<file path="config.mk">
export PLATFORM = sky130hd
export DESIGN_NAME = lcd_frame_ctl
export DESIGN_NICKNAME = d
export VERILOG_FILES = /design/src/rtl/lcd_fc_pkg.sv /design/src/rtl/lcd_fc_regs.sv /design/src/rtl/lcd_fc_blink.sv /design/src/rtl/lcd_fc_frame.sv /design/src/rtl/lcd_frame_ctl.sv
export SDC_FILE = /design/constraint.sdc
export NUM_CORES = 1
export LEC_CHECK = 0
export ABC_AREA = 1
export BUFFER_PORTS_ARGS = -buffer_cell sky130_fd_sc_hd__buf_2
export CELL_PAD_IN_SITES_DETAIL_PLACEMENT = 0
export CELL_PAD_IN_SITES_GLOBAL_PLACEMENT = 1
export CORE_MARGIN = 2
export CORE_UTILIZATION = 38
export CTS_BUF_LIST = sky130_fd_sc_hd__clkbuf_2 sky130_fd_sc_hd__clkbuf_4 sky130_fd_sc_hd__clkbuf_8
export CTS_CLUSTER_DIAMETER = 80
export CTS_CLUSTER_SIZE = 8
export DETAILED_ROUTE_END_ITERATION = 16
export HOLD_SLACK_MARGIN = 0.15
export MAX_ROUTING_LAYER = met4
export PLACE_DENSITY_LB_ADDON = 0.05
export SYNTH_ARGS = -nofsm -noshare
export SYNTH_HDL_FRONTEND = slang
export SYNTH_SLANG_ARGS = --single-unit
</file>
<file path="constraint.sdc">
create_clock -name clk -period 3.1 [get_ports clk]
set_input_delay 0 -clock clk [delete_from_list [all_inputs] [get_ports clk]]
set_output_delay 0 -clock clk [all_outputs]
set_load 0.05 [all_outputs]
</file>
<file path="src/rtl/lcd_fc_pkg.sv">
package lcd_fc_pkg;
  localparam int REG_W = 8;
  localparam int DIV_W = 4;
  localparam int RATE_W = 2;

  typedef enum logic [1:0] {
    BLK_FORCE_OFF = 2'd0,
    BLK_FORCE_ON  = 2'd1,
    BLK_FIXED     = 2'd2,
    BLK_RATED     = 2'd3
  } blink_mode_e;

  localparam logic ADDR_CLK = 1'b0;
  localparam logic ADDR_FRM = 1'b1;

  localparam int FRM_INV_BIT  = 0;
  localparam int FRM_HOLD_BIT = 1;
  localparam int FRM_DONE_BIT = 2;
endpackage

</file>
<file path="src/rtl/lcd_fc_regs.sv">
module lcd_fc_regs
  import lcd_fc_pkg::*;
(
  input  logic              clk,
  input  logic              rst,
  input  logic              we,
  input  logic              addr,
  input  logic [REG_W-1:0]  wdata,
  input  logic              latch_now,
  output blink_mode_e       mode,
  output logic [RATE_W-1:0] rate,
  output logic [DIV_W-1:0]  div,
  output logic              inv_en,
  output logic              hold,
  output logic              done,
  output logic              restart,
  output logic [REG_W-1:0]  rdata
);
  logic [REG_W-1:0] frm_view;
  logic wr_clk, wr_frm;

  assign wr_clk  = we && (addr == ADDR_CLK);
  assign wr_frm  = we && (addr == ADDR_FRM);
  assign restart = wr_clk;

  always_comb begin
    frm_view = '0;
    frm_view[FRM_INV_BIT]  = inv_en;
    frm_view[FRM_HOLD_BIT] = hold;
    frm_view[FRM_DONE_BIT] = done;
  end

  always_ff @(posedge clk) begin
    if (rst) begin
      mode   <= BLK_FORCE_OFF;
      rate   <= '0;
      div    <= '0;
      inv_en <= 1'b0;
      hold   <= 1'b0;
      done   <= 1'b0;
      rdata  <= '0;
    end else begin
      rdata <= (addr == ADDR_FRM) ? frm_view : {mode, rate, div};
      if (wr_clk) begin
        mode <= blink_mode_e'(wdata[REG_W-1 -: 2]);
        rate <= wdata[DIV_W +: RATE_W];
        div  <= wdata[DIV_W-1:0];
      end
      if (wr_frm) begin
        inv_en <= wdata[FRM_INV_BIT];
        hold   <= wdata[FRM_HOLD_BIT];
      end
      if (latch_now)
        done <= 1'b1;
      else if (wr_frm && !wdata[FRM_DONE_BIT])
        done <= 1'b0;
    end
  end
endmodule

</file>
<file path="src/rtl/lcd_fc_blink.sv">
module lcd_fc_blink
  import lcd_fc_pkg::*;
#(
  parameter int TICKS_PER_SEC = 4
) (
  input  logic              clk,
  input  logic              rst,
  input  logic              tick,
  input  logic              restart,
  input  blink_mode_e       mode,
  input  logic [RATE_W-1:0] rate,
  output logic              disp_on
);
  localparam int MAX_HALF   = 2 * TICKS_PER_SEC;
  localparam int CW         = $clog2(MAX_HALF + 1);
  localparam int FIXED_HALF = TICKS_PER_SEC / 4;
  localparam int RATE_STEP  = TICKS_PER_SEC / 2;

  logic [CW-1:0] cnt;
  logic [CW-1:0] last;
  logic          phase;

  always_comb begin
    if (mode == BLK_FIXED)
      last = CW'(FIXED_HALF - 1);
    else
      last = CW'((int'(rate) + 1) * RATE_STEP - 1);
  end

  always_ff @(posedge clk) begin
    if (rst || restart) begin
      cnt   <= '0;
      phase <= 1'b1;
    end else if (tick) begin
      if (cnt >= last) begin
        cnt   <= '0;
        phase <= ~phase;
      end else begin
        cnt <= cnt + 1'b1;
      end
    end
  end

  always_comb begin
    case (mode)
      BLK_FORCE_OFF: disp_on = 1'b0;
      BLK_FORCE_ON:  disp_on = 1'b1;
      default:       disp_on = phase;
    endcase
  end
endmodule

</file>
<file path="src/rtl/lcd_fc_frame.sv">
module lcd_fc_frame (
  input  logic clk,
  input  logic rst,
  input  logic frame_start,
  input  logic inv_en,
  input  logic hold,
  output logic latch_now,
  output logic latch_stb,
  output logic frame_inv
);
  assign latch_now = frame_start && !hold;

  always_ff @(posedge clk) begin
    if (rst) begin
      latch_stb <= 1'b0;
      frame_inv <= 1'b0;
    end else begin
      latch_stb <= latch_now;
      if (!inv_en)
        frame_inv <= 1'b0;
      else if (frame_start)
        frame_inv <= ~frame_inv;
    end
  end
endmodule

</file>
<file path="src/rtl/lcd_frame_ctl.sv">
module lcd_frame_ctl
  import lcd_fc_pkg::*;
#(
  parameter int TICKS_PER_SEC = 4
) (
  input  logic             clk,
  input  logic             rst,
  input  logic             tick,
  input  logic             frame_start,
  input  logic             reg_we,
  input  logic             reg_addr,
  input  logic [REG_W-1:0] reg_wdata,
  output logic [REG_W-1:0] reg_rdata,
  output logic             disp_on,
  output logic             frame_inv,
  output logic             latch_stb,
  output logic [DIV_W-1:0] frame_div
);
  blink_mode_e       blk_mode;
  logic [RATE_W-1:0] blk_rate;
  logic inv_en_q, hold_q, done_q, cfg_restart, latch_now;

  lcd_fc_regs regs_i (
    .clk(clk), .rst(rst), .we(reg_we), .addr(reg_addr), .wdata(reg_wdata),
    .latch_now(latch_now), .mode(blk_mode), .rate(blk_rate), .div(frame_div),
    .inv_en(inv_en_q), .hold(hold_q), .done(done_q), .restart(cfg_restart),
    .rdata(reg_rdata)
  );

  lcd_fc_blink #(.TICKS_PER_SEC(TICKS_PER_SEC)) blink_i (
    .clk(clk), .rst(rst), .tick(tick), .restart(cfg_restart),
    .mode(blk_mode), .rate(blk_rate), .disp_on(disp_on)
  );

  lcd_fc_frame frame_i (
    .clk(clk), .rst(rst), .frame_start(frame_start), .inv_en(inv_en_q),
    .hold(hold_q), .latch_now(latch_now), .latch_stb(latch_stb),
    .frame_inv(frame_inv)
  );
endmodule

</file>
==> out/summary.txt <==
Largest net degree at the start of global routing - 15
Reg-to-reg endpoint - blink_i.cnt[2]$_SDFFE_PP0P_
Die X - 57.3 um
Area grow syn2layout - 33.3%
Vias per inst - 4.45
Cells after Synth - 132
Post-synthesis sequential area ratio - 0.482
Post-synth EDFFs - 0
Setup TNS - 0 ps
Synth top area share - 0.482
Placer Congestion - 0.735
RSZ-0062 raised after global routing - no
Post-DP HPWL - 1600 um
Die area - 3280 um^2
Postcts setup bufs - 0
FF-to-FF Start - regs_i.mode[0]$_SDFFE_PP0P_
Final WL - 2240 um
Inserted Diodes - 0
Syn nets - 151
Asr flop ratio synth - 0
Pwr Total - 667 uW
Critical path required time - 3370 ps
Row cnt - 19
Post-layout min period - 1520 ps
Clock Tree Buf Depth - 2
Initial DRT Pass Iterations - 3
Initial antenna violation count - 0
CTS tree - built
Wire length per cell - 10.7 um
Post-CTS Resized - 0
DRC viols - 0
Later-pin clock latency in the skew report - 320 ps
Antenna violation net count after detailed routing - 0
Port Buffers - 28
Worst-path clk slew - 140 ps
CP arrival - 1790 ps
Final Max Slew Viols - 0
Commonest non-fill, non-tap cell in the layout - buf_2
Tightest Hold Check Type - reg -> reg
Post-Route Skew - 5.32 ps
H-tree levels - 1
Hold path endpoint - regs_i.rdata[3]$_SDFF_PP0_
Worst r2r path cells - 11
# clock sinks - 26
Top fanout value on the critical path - 13
Commonest non-fill, non-tap cells in the layout - 28 x buf_2, 26 x dfxtp_1, 20 x nand2_1
Root Buffer - clkbuf_4
Pwr Density - 464 nW/um^2
LEAKAGE - 0.701 nW
CP endpoint kind - flop
Fin nets - 198
Number of distinct library cells after synthesis - 24
Post-CTS Hold Fix Bufs - 17
IO Count - 29
Max_cap viols - 0
Initial Util - 0.395
Critical path class - in -> reg
Core Footprint - 2730 um^2
Synthesis Warnings - 0
Chip Height - 57.3 um
Grt total ovfl - 0
Worst hold path depth - 2
Mapped Avg Cell Area - 8.18 um^2
Final-report setup violation count - 0
Maximum vdd drop - 0.244 mV
CTS Buf Count - 3
Final Hold Violating Endpoints - 0
Post-synth top area cell - dfxtp_1
First-pass GRT wire length - 3980 um
Vias in the first global route - 909
R2r setup slk - 1680 ps
Vias - 930
Initial drt markers - 35
Status - complete, no violations
Fin crit share - 0.490
Top post-synthesis cells by area - dfxtp_1 48%, nand2_1 7.0%, inv_1 6.6%
Total GRT Usage - 0.166
Synthesized area - 1080 um^2
Share of cells above drive strength 1 - 0.219
CP Launch Type - input pin
Fmax - 659 MHz
Register bit total from synthesis - 26
Main synth FF type - dfxtp_1
Hold Startpoint - regs_i.div[3]$_SDFFE_PP0P_
## through the flow
step | utilization | setup WS [ps] | hold WS [ps] | area (um^2) | std cells
floorplan | - | 1670 | 72.4 | 1080 | 132
global placement | 0.451 | 1740 | 253 | 1230 | 188
detailed placement | 0.451 | 1700 | 253 | 1230 | 188
CTS | 0.526 | 1600 | 455 | 1440 | 209
global route | 0.526 | 1460 | 452 | 1440 | 209
finish | 0.526 | 1580 | 466 | 1440 | 209
## registers in the layout, indices dropped and copies added (netlist names)
name               flops
regs_i.rdata           8
blink_i.cnt            4
regs_i.div             4
regs_i.mode            2
regs_i.rate            2
blink_i.phase          1
frame_i.frame_inv      1
frame_i.latch_stb      1
regs_i.done            1
regs_i.hold            1
regs_i.inv_en          1
## synth_stat cells, types with 2 or more instances
cell      instances
dfxtp_1          26
nor2_1           16
o21ai_2           2
nor2_4            2
nand4_1           3
ha_1              5
a21oi_1          10
o21ai_0          10
inv_1            19
nand3_1           4
nand3b_1          2
nand2_1          20
a21oi_2           2
## worst max-delay path, cell delays in order
cell           delay (ps)
dlygate4sd3_1         530
buf_2                 170
inv_1                 290
o21ai_0               150
nor2_1                100
dlygate4sd3_1         550
## area by class of cell
cell class                 instances  area, um^2
inverter                          20        77.6
fill                             278        1290
timing repair buffer              45         310
clock buffer                       4        36.3
sequential                        26         520
tap                               31        38.8
multi-input combinational         83         455
## cell families after synthesis
family,synth area share
buf+inv,0.0962
compound gates,0.152
simple gates,0.200
flops,0.482
other cells,0.00347
fa+ha+maj,0.0579
xor+xnor,0.00811
## power breakdown
group	internal, mW	total, mW	switching, mW
Combinational	0.0486	0.136	0.0876
Sequential	0.352	0.361	0.00849
Clock	0.0717	0.170	0.0981
## how the worst max path moves through the flow
stage | startpoint | to | slack, ps
floorplan | regs_i.mode[0]$_SDFFE_PP0P_ | disp_on | 1670
global placement | regs_i.mode[0]$_SDFFE_PP0P_ | blink_i.phase$_SDFFE_PP1P_ | 1740
detailed placement | regs_i.mode[0]$_SDFFE_PP0P_ | blink_i.phase$_SDFFE_PP1P_ | 1700
CTS | rst | regs_i.div[0]$_SDFFE_PP0P_ | 1600
global route | regs_i.mode[0]$_SDFFE_PP0P_ | blink_i.cnt[3]$_SDFFE_PP0P_ | 1460
finish | rst | regs_i.div[1]$_SDFFE_PP0P_ | 1580
## routing by layer
metal / part of all wire / vias to the layer above / GRT usage
met1: 0.48 / 398 / 0.196
li1: - / 517 / -
met5: 0 / - / -
met4: 0.0062 / 0 / 0.0698
met3: 0.032 / 2 / 0.0408
met2: 0.48 / 13 / 0.271
No activity file was read; power rests on OpenSTA's default activity.
